===== src/rtl/pm_seq_pkg.sv =====
package pm_seq_pkg;
    typedef enum logic [2:0] {
        PM_RESET      = 3'd0,
        PM_RUN        = 3'd1,
        PM_IDLE       = 3'd2,
        PM_IDLE_RSTX  = 3'd3,
        PM_PDOWN      = 3'd4,
        PM_PD_RESTART = 3'd5
    } pm_state_e;
endpackage


===== src/rtl/pm_clk_div.sv =====
module pm_clk_div #(
    parameter int STATES_PER_MC = 6
) (
    input  logic clk,
    input  logic arst_n,
    input  logic freeze,
    output logic tick,
    output logic mc_tick
);
    localparam int PW = (STATES_PER_MC > 1) ? $clog2(STATES_PER_MC) : 1;
    localparam logic [PW-1:0] LAST = PW'(STATES_PER_MC - 1);

    logic          half_q;
    logic [PW-1:0] phase_q;

    always_ff @(posedge clk or negedge arst_n) begin
        if (!arst_n) begin
            half_q <= 1'b0;
        end else if (freeze) begin
            half_q <= 1'b0;
        end else begin
            half_q <= ~half_q;
        end
    end

    assign tick = half_q & ~freeze;

    always_ff @(posedge clk or negedge arst_n) begin
        if (!arst_n) begin
            phase_q <= '0;
        end else if (tick) begin
            phase_q <= (phase_q == LAST) ? '0 : phase_q + 1'b1;
        end
    end

    assign mc_tick = tick & (phase_q == LAST);

    AST_TICK_SPACED: assert property (@(posedge clk) disable iff (!arst_n)
        tick |=> !tick);
    AST_MC_ON_TICK: assert property (@(posedge clk) disable iff (!arst_n)
        mc_tick |=> !mc_tick);
endmodule


===== src/rtl/pm_rst_qual.sv =====
module pm_rst_qual #(
    parameter int QUAL_TICKS = 12
) (
    input  logic clk,
    input  logic arst_n,
    input  logic rst_pin,
    input  logic clear,
    input  logic tick,
    output logic qualified
);
    localparam int CW = $clog2(QUAL_TICKS + 1);
    localparam logic [CW-1:0] LIMIT = CW'(QUAL_TICKS);

    logic [CW-1:0] cnt_q;

    always_ff @(posedge clk or negedge arst_n) begin
        if (!arst_n) begin
            cnt_q <= '0;
        end else if (!rst_pin || clear) begin
            cnt_q <= '0;
        end else if (tick && (cnt_q != LIMIT)) begin
            cnt_q <= cnt_q + 1'b1;
        end
    end

    assign qualified = (cnt_q == LIMIT);

    AST_QUAL_BOUND: assert property (@(posedge clk) disable iff (!arst_n)
        cnt_q <= LIMIT);
    AST_QUAL_NEEDS_PIN: assert property (@(posedge clk) disable iff (!arst_n)
        qualified |-> $past(rst_pin));
endmodule


===== src/rtl/pm_mode_fsm.sv =====
module pm_mode_fsm
    import pm_seq_pkg::*;
(
    input  logic      clk,
    input  logic      arst_n,
    input  logic      rst_pin,
    input  logic      qualified,
    input  logic      idle_set,
    input  logic      pd_set,
    input  logic      wake_irq,
    input  logic      tick,
    output pm_state_e state,
    output logic      freeze,
    output logic      cpu_clk_en,
    output logic      periph_clk_en,
    output logic      sfr_rst,
    output logic      ram_wr_inhibit
);
    pm_state_e state_q, state_d;

    always_ff @(posedge clk or negedge arst_n) begin
        if (!arst_n) begin
            state_q <= PM_RESET;
        end else begin
            state_q <= state_d;
        end
    end

    always_comb begin
        state_d = state_q;
        unique case (state_q)
            PM_RESET: begin
                if (!rst_pin) state_d = PM_RUN;
            end
            PM_RUN: begin
                if (qualified)     state_d = PM_RESET;
                else if (pd_set)   state_d = PM_PDOWN;
                else if (idle_set) state_d = PM_IDLE;
            end
            PM_IDLE: begin
                if (qualified)     state_d = PM_RESET;
                else if (rst_pin)  state_d = PM_IDLE_RSTX;
                else if (wake_irq) state_d = PM_RUN;
            end
            PM_IDLE_RSTX: begin
                if (qualified)     state_d = PM_RESET;
                else if (!rst_pin) state_d = PM_RUN;
            end
            PM_PDOWN: begin
                if (rst_pin) state_d = PM_PD_RESTART;
            end
            PM_PD_RESTART: begin
                if (qualified)     state_d = PM_RESET;
                else if (!rst_pin) state_d = PM_PDOWN;
            end
            default: state_d = PM_RESET;
        endcase
    end

    always_comb begin
        cpu_clk_en     = 1'b0;
        periph_clk_en  = 1'b0;
        sfr_rst        = 1'b0;
        ram_wr_inhibit = 1'b0;
        freeze         = 1'b0;
        unique case (state_q)
            PM_RESET: begin
                cpu_clk_en     = tick;
                periph_clk_en  = tick;
                sfr_rst        = 1'b1;
                ram_wr_inhibit = 1'b1;
            end
            PM_RUN: begin
                cpu_clk_en    = tick;
                periph_clk_en = tick;
            end
            PM_IDLE: begin
                periph_clk_en = tick;
            end
            PM_IDLE_RSTX: begin
                cpu_clk_en     = tick;
                periph_clk_en  = tick;
                ram_wr_inhibit = 1'b1;
            end
            PM_PDOWN: begin
                freeze = 1'b1;
            end
            PM_PD_RESTART: begin
                freeze = 1'b0;
            end
            default: begin
                sfr_rst = 1'b1;
            end
        endcase
    end

    assign state = state_q;

    AST_PD_CLOCKS_OFF: assert property (@(posedge clk) disable iff (!arst_n)
        (state_q == PM_PDOWN) |-> (!cpu_clk_en && !periph_clk_en));
    AST_PD_ONLY_RESET: assert property (@(posedge clk) disable iff (!arst_n)
        (state_q == PM_PDOWN && !rst_pin) |=> (state_q == PM_PDOWN));
    AST_IDLE_HOLD: assert property (@(posedge clk) disable iff (!arst_n)
        (state_q == PM_IDLE && !rst_pin && !wake_irq && !qualified)
            |=> (state_q == PM_IDLE));
endmodule


===== src/rtl/pm_rst_seq.sv =====
module pm_rst_seq
    import pm_seq_pkg::*;
#(
    parameter int STATES_PER_MC = 6,
    parameter int QUAL_MC       = 2
) (
    input  logic clk,
    input  logic arst_n,
    input  logic rst_pin,
    input  logic idle_set,
    input  logic pd_set,
    input  logic wake_irq,
    output logic cpu_clk_en,
    output logic periph_clk_en,
    output logic mc_tick,
    output logic sfr_rst,
    output logic port_preset,
    output logic ram_wr_inhibit
);
    localparam int QUAL_TICKS = STATES_PER_MC * QUAL_MC;

    pm_state_e state;
    logic      freeze;
    logic      tick;
    logic      qualified;
    logic      in_pdown;

    assign in_pdown = (state == PM_PDOWN);

    pm_clk_div #(.STATES_PER_MC(STATES_PER_MC)) u_div (
        .clk     (clk),
        .arst_n  (arst_n),
        .freeze  (freeze),
        .tick    (tick),
        .mc_tick (mc_tick)
    );

    pm_rst_qual #(.QUAL_TICKS(QUAL_TICKS)) u_qual (
        .clk       (clk),
        .arst_n    (arst_n),
        .rst_pin   (rst_pin),
        .clear     (in_pdown),
        .tick      (tick),
        .qualified (qualified)
    );

    pm_mode_fsm u_fsm (
        .clk            (clk),
        .arst_n         (arst_n),
        .rst_pin        (rst_pin),
        .qualified      (qualified),
        .idle_set       (idle_set),
        .pd_set         (pd_set),
        .wake_irq       (wake_irq),
        .tick           (tick),
        .state          (state),
        .freeze         (freeze),
        .cpu_clk_en     (cpu_clk_en),
        .periph_clk_en  (periph_clk_en),
        .sfr_rst        (sfr_rst),
        .ram_wr_inhibit (ram_wr_inhibit)
    );

    assign port_preset = rst_pin | sfr_rst;

    AST_RST_NEEDS_PIN: assert property (@(posedge clk) disable iff (!arst_n)
        $rose(sfr_rst) |-> rst_pin);
    AST_MC_NOT_IN_PD: assert property (@(posedge clk) disable iff (!arst_n)
        in_pdown |-> !mc_tick);
endmodule


===== config.mk =====
export PLATFORM = sky130hd
export DESIGN_NAME = pm_rst_seq
export DESIGN_NICKNAME = d
export VERILOG_FILES = /design/src/rtl/pm_seq_pkg.sv /design/src/rtl/pm_clk_div.sv /design/src/rtl/pm_rst_qual.sv /design/src/rtl/pm_mode_fsm.sv /design/src/rtl/pm_rst_seq.sv
export SDC_FILE = /design/constraint.sdc
export NUM_CORES = 1
export LEC_CHECK = 0
export BUFFER_PORTS_ARGS = -buffer_cell sky130_fd_sc_hd__buf_2
export CELL_PAD_IN_SITES_DETAIL_PLACEMENT = 1
export CELL_PAD_IN_SITES_GLOBAL_PLACEMENT = 2
export CORE_ASPECT_RATIO = 1.1
export CORE_MARGIN = 3
export CORE_UTILIZATION = 36
export CTS_BUF_LIST = sky130_fd_sc_hd__clkbuf_8
export CTS_CLUSTER_DIAMETER = 80
export DETAILED_ROUTE_END_ITERATION = 8
export PLACE_DENSITY_LB_ADDON = 0.1
export SLEW_MARGIN = 20
export SYNTH_ARGS = -nofsm -noshare
export SYNTH_HDL_FRONTEND = slang
export SYNTH_SLANG_ARGS = --single-unit

===== constraint.sdc =====
create_clock -name clk -period 3.7 [get_ports clk]
set_input_delay 0.74 -clock clk [delete_from_list [all_inputs] [get_ports clk]]
set_output_delay 0.74 -clock clk [all_outputs]
set_load 0.005 [all_outputs]

# [Word level (Yosys, flattened, before mapping)]
# Index checks and enable logic that the tools add are counted.
[totals] regBits=11 in_bits=6 out_inout_bits=6 word_cells=54
[classes] add_sub_neg=2 eq_ne=12 muxes=21 bitwise=5 reduce_logical=10
[op_table] operator="3-bit 2-to-1 mux" count=12
[op_table] operator="3-bit one-hot mux with 6 select lines" count=1
[op_table] operator="4-bit inequality test (second input constant)" count=3
[op_table] operator="3-bit equality test (second input constant)" count=3
[op_table] operator="4-bit 2-to-1 mux" count=2
[op_table] operator="3-bit by 2-bit equality test with 1-bit output (second input constant)" count=2
[op_table] operator="1-bit 2-to-1 mux" count=6
[op_table] operator="5-bit OR reduction" count=1
[op_table] operator="4-bit by 1-bit adder with 4-bit output (second input constant)" count=1
[op_table] operator="4-bit equality test (second input constant)" count=1
[op_table] operator="4-bit AND reduction" count=1
[op_table] operator="4-bit OR reduction" count=1
[op_table] operator="3-bit by 1-bit adder with 3-bit output (second input constant)" count=1
[op_table] operator="3-bit by 1-bit equality test with 1-bit output (second input constant)" count=1
[op_table] operator="3-bit logical NOT" count=1
[op_table] operator="3-bit inequality test (second input constant)" count=1
[op_table] operator="3-bit OR reduction" count=1
[op_table] operator="1-bit AND" count=2
[op_table] operator="2-bit inequality test (second input constant)" count=1
[op_table] operator="1-bit NOT" count=2
[op_table] operator="2-bit nonzero test" count=1
[op_table] operator="2-bit OR reduction" count=1
[op_table] operator="1-bit logical AND" count=1
[op_table] operator="1-bit logical NOT" count=1
[op_table] operator="other kinds (2)" count=2

# [Longest topological paths before layout]
[logic_depth] word_depth=7 ltp_mapped=6 depth_no_buf=6

# [Hierarchy]
# A second synthesis with hierarchy kept.
[hier_totals] hier_cells=80 area_unflattened_um2=709.4
[by_module_without_submodules] mod="pm_mode_fsm" n_inst=1 cells_per_inst=39 area_each_um2=286.5 seq_area_each_um2=75.1
[by_module_without_submodules] mod="pm_rst_qual" n_inst=1 cells_per_inst=26 area_each_um2=222.7 seq_area_each_um2=100.1
[by_module_without_submodules] mod="pm_clk_div" n_inst=1 cells_per_inst=13 area_each_um2=181.4 seq_area_each_um2=100.1
[by_module_without_submodules] mod="pm_rst_seq" n_inst=1 cells_per_inst=2 area_each_um2=18.8 seq_area_each_um2=0.0

# [Least setup slack after synthesis]
# OpenSTA, ideal clock, no wires.
[synth_timing] kind="reg-to-output" from="register u_fsm.state_q[1], in the netlist u_fsm.state[1]" to="output port port_preset" arrival_time_ps=1210 required_ps=2960 setup_slack_ps=1750 stages_incl_launch_ff=5 n_path_buf=1 path_cell_list="dfrtp_1 -> buf_2 -> or2_2 -> o21ai_0 -> or2_2"
[synth_between] elab_chain_len=4 word_cells_on_any_way=8 classes_between="eq/ne: 5; mux: 1; bitwise: 1; reduce/logical: 1"
[synth_rtl] item="from (decl)" line="pm_mode_fsm.sv:19" rtl="pm_state_e state_q, state_d;"
[synth_rtl] item="from (signal assigned)" line="pm_mode_fsm.sv:25" rtl="state_q <= state_d;"
[synth_rtl] item="3-bit equality test (tied with other cells)" line="pm_mode_fsm.sv:66" rtl="unique case (state_q)"
[synth_rtl] item="5-bit OR reduction (no source line) *"
[synth_rtl] item="1-bit 2-to-1 mux *" line="pm_mode_fsm.sv:66"
[synth_rtl] item="via sfr_rst" line="pm_rst_seq.sv:16" rtl="output logic sfr_rst,"
[synth_rtl] item="1-bit OR *" line="pm_rst_seq.sv:64" rtl="assign port_preset = rst_pin | sfr_rst;"
[synth_rtl] item="to (decl)" line="pm_rst_seq.sv:17" rtl="output logic port_preset,"
# Mark *: on every way through the listed nets, which the timed path passes. The rest lies on a longest branch.

# [Worst setup path in the final report]
[layout_timing] from="register u_fsm.state_q[2], in the netlist u_fsm.state[2]" to="output port mc_tick"
[layout_between] elab_chain_len=5
[layout_rtl] item="3-bit equality test" line="pm_mode_fsm.sv:66"
[layout_rtl] item="1-bit 2-to-1 mux" line="pm_mode_fsm.sv:66"
[layout_rtl] item="1-bit NOT" line="pm_clk_div.sv:26" rtl="assign tick = half_q & ~freeze;"
[layout_rtl] item="1-bit AND" line="pm_clk_div.sv:26"
[layout_rtl] item="1-bit AND" line="pm_clk_div.sv:36" rtl="assign mc_tick = tick & (phase_q == LAST);"
[layout_rtl] item="to (decl)" line="pm_rst_seq.sv:15" rtl="output logic mc_tick,"
# No other way between the ends.

==> reports/qor.csv <==
stage;metric;value;unit
run_status;outcome;completed;
power_and_ir_drop;Max VDD drop;0.3444;mV
route;via count;562;
route;Residual DRC;0;
synthesis;asr flop ratio synth;100.0;%
route;Via density;5.404;
cells_and_area;fillers;213;
timing;Final period util;61.53;%
clock_tree;Clock transition at path regs;0.05;ns
synthesis;largest area contributor in the netlist;dfrtp_1;
floorplanning;Initial Util;40.82;%
setup_path;CP startpoint kind;register;
setup_path;CP Cell Sequence;or3b_4 -> nand3_2 -> nor3b_1 -> buf_2;
cells_and_area;Final Util;46.82;%
setup_path;CP required;2.96;ns
clock_tree;Num CTS Buffers;3;
placed_design;pre-CTS WS;1.657;ns
clock_tree;Hold Buf Count CTS;0;
setup_path;worst reg-to-reg path cell count;6;
synthesis;syn nets;83;
global_route;GRT Residual Overflow;0;
global_route;largest net degree at the start of global routing;14;
timing;Setup violations, final;0;
setup_path;RR Endpoint;u_qual.cnt_q[3];
setup_path;reg2reg start;u_qual.cnt_q[0];
placed_design;post-DP HPWL;1.115;mm
clock_tree;clock sinks;11;
route;post-route ant nets;0;
synthesis;Post-synth EDFFs;0;
placed_design;GPL Wtd Cong;0.7566;
synthesis;average size of a mapped cell;9.092;µm²
setup_path;crit-path max cell delay;0.55;ns
power_and_ir_drop;P_int;0.0003748;W
clock_tree;post-CTS sizing;0;
timing;relative max-transition margin;75.89;%
synthesis;Synth cell types;31;
route;DR pass1 iterations;4;
timing;RSZ-0062 raised after global routing;false;
power_and_ir_drop;Leak;0.3613;nW
setup_path;crit path max fanout;11;
cells_and_area;layout cells sized above 1;25.29;%
clock_tree;CTS root buffer;clkbuf_8;
clock_tree;Setup Buffers After CTS;0;
route;Iteration-0 DRC Markers;7;
synthesis;Mapped Cells;75;
power_and_ir_drop;Power Total;0.0006150;W
cells_and_area;area delta synth->final;14.68;%
clock_tree;htree depth;1;
setup_path;Setup crit end;mc_tick;
power_and_ir_drop;Clk pwr share;18.7;%
placed_design;IO buf count;11;
synthesis;share of the synthesized area in the top cell type;40.37;%
setup_path;slowest library cell on the worst path;dfrtp_1;
synthesis;YS warnings;0;
timing;Final Hold Vio Count;0;
floorplanning;DIE HEIGHT;51.65;µm
global_route;first-pass GRT wire length;2.442;mm
floorplanning;Core Footprint;1670;µm²
setup_path;CP Depth;4;
floorplanning;Total Die Area;2453;µm²
power_and_ir_drop;P_sw;0.0002402;W
timing;Max Clk Rate;439.2;MHz
job;max_cap viols;0;
setup_path;WS Path Type;register to primary output;
floorplanning;die width;47.50;µm
setup_path;worst path arrival time;1.54;ns
synthesis;synthesized flop and latch total;11;
setup_path;CP Capture Type;primary output;
setup_path;Crit. Startpoint;u_fsm.state[2];
power_and_ir_drop;Flop pwr share;39.4;%
timing;skew final;0.0008311;ns
timing;Setup WS post-layout;1.423;ns
timing;Slew @ Worst Pin;0.3616;ns
route;drt wl/cell;13.79;µm
power_and_ir_drop;pwr dens;786.5;nW/µm²
synthesis;Synth Flop Type;dfrtp_1;
global_route;initial antenna violation count;0;
setup_path;crit-path leading delay family;simple AND/OR/NAND/NOR gates;
global_route;vias in the first global route;569;
clock_tree;CTS max path bufs;2;
timing;final setup TNS;0;ns
clock_tree;CTS tree;built;
synthesis;dominant cells by area after synthesis;dfrtp_1, nand2_1, a21oi_1;
route;WL final;1.434;mm
timing;Slew Viols, Final;0;
power_and_ir_drop;Logic pwr share;41.9;%
synthesis;sequential fraction of the synthesis area;40.37;%
floorplanning;Site Rows;15;
clock_tree;Clock Latency Late Sink;0.23;ns
floorplanning;I/O pin count;12;
global_route;overall global routing resource usage;14.01;%
synthesis;top cells by count, synth;dfrtp_1, nand2_1, a21oi_1, o21ai_0;
cells_and_area;nets@finish;96;
setup_path;Bufs and invs on worst path;1;
min_path;worst hold path class;input port to async pin;
cells_and_area;n_diodes;0;
setup_path;FF-to-FF setup slack;2.16;ns
power_and_ir_drop;Net Sw Frac;39.06;%
synthesis;Post-Syn Area;681.9;µm²
timing;minimum clock period;2.277;ns
## routing by layer
metal	up-vias	GRT usage [%]	wire length [µm]
met3	4	2.076	53
met1	266	17.99	683
met5	-	0	0
li1	281	-	-
met4	0	5.530	10
met2	11	22.77	686
## state kept, by name, summed over array words and instances (netlist names)
signal	flops
u_fsm.state	3
u_qual.cnt_q	4
u_div.phase_q	3
u_div.half_q	1
## cell families after synthesis
group / after synthesis / share of synthesized area, %
simple gates: 34 / 28.44
buf+inv: 7 / 5.320
compound gates: 18 / 18.35
xor+xnor: 3 / 3.854
flops: 11 / 40.37
fa+ha+maj: 2 / 3.669
## cells in the final DEF (no fill, tap or decap), types with 2 or more instances in the layout
cell / n
inv_1: 5
buf_2: 11
nand3_2: 2
a21boi_0: 2
nand2_1: 11
or2_2: 2
xnor2_1: 2
o21ai_0: 5
a21oi_1: 5
nor2_1: 4
dfrtp_1: 11
nand3_1: 3
nor3_1: 3
clkbuf_8: 3
ha_1: 2
## layout make-up
class                   instances  area, µm²  area share (%)
clock buffers                   3      41.29           5.280
clock inverters                 1      3.754          0.4800
inverters                       4      15.01           1.920
multi-input cells              57      370.4           47.36
flip-flops and latches         11      275.3           35.20
well taps                      17      21.27           2.720
repair buffers                 11      55.05           7.040
## power by group through the flow
| stage | Clock, W | Sequential [W] | Combinational [W] |
|---|---|---|---|
| floorplan | 0 | 0.000199 | 0.000240 |
| global placement | 0 | 0.000243 | 0.000254 |
| detailed placement | 0 | 0.000245 | 0.000263 |
| CTS | 0.000120 | 0.000243 | 0.000265 |
| global route | 0.000128 | 0.000252 | 0.000296 |
| finish | 0.000115 | 0.000243 | 0.000257 |
## through the flow
step,std cells,area (µm²),hold slack [ns]
after floorplan,75,681.9,0.4444
after global placement,100,737.0,0.4983
after detailed placement,100,737.0,0.5045
after CTS,104,782.0,0.3813
after global routing,104,782.0,0.3844
final,104,782.0,0.3739
## how the worst min path moves through the flow
| stage | startpoint | to | depth (start not counted) |
|---|---|---|---|
| floorplan | arst_n | u_div.half_q | 0 |
| CTS | arst_n | u_fsm.state[0] | 1 |
| detailed placement | u_div.phase_q[0] | u_div.phase_q[0] | 1 |
| global placement | u_div.phase_q[0] | u_div.phase_q[0] | 1 |
| global route | arst_n | u_div.half_q | 1 |
| finish | arst_n | u_div.half_q | 1 |
(Power assumes the default switching activity.)
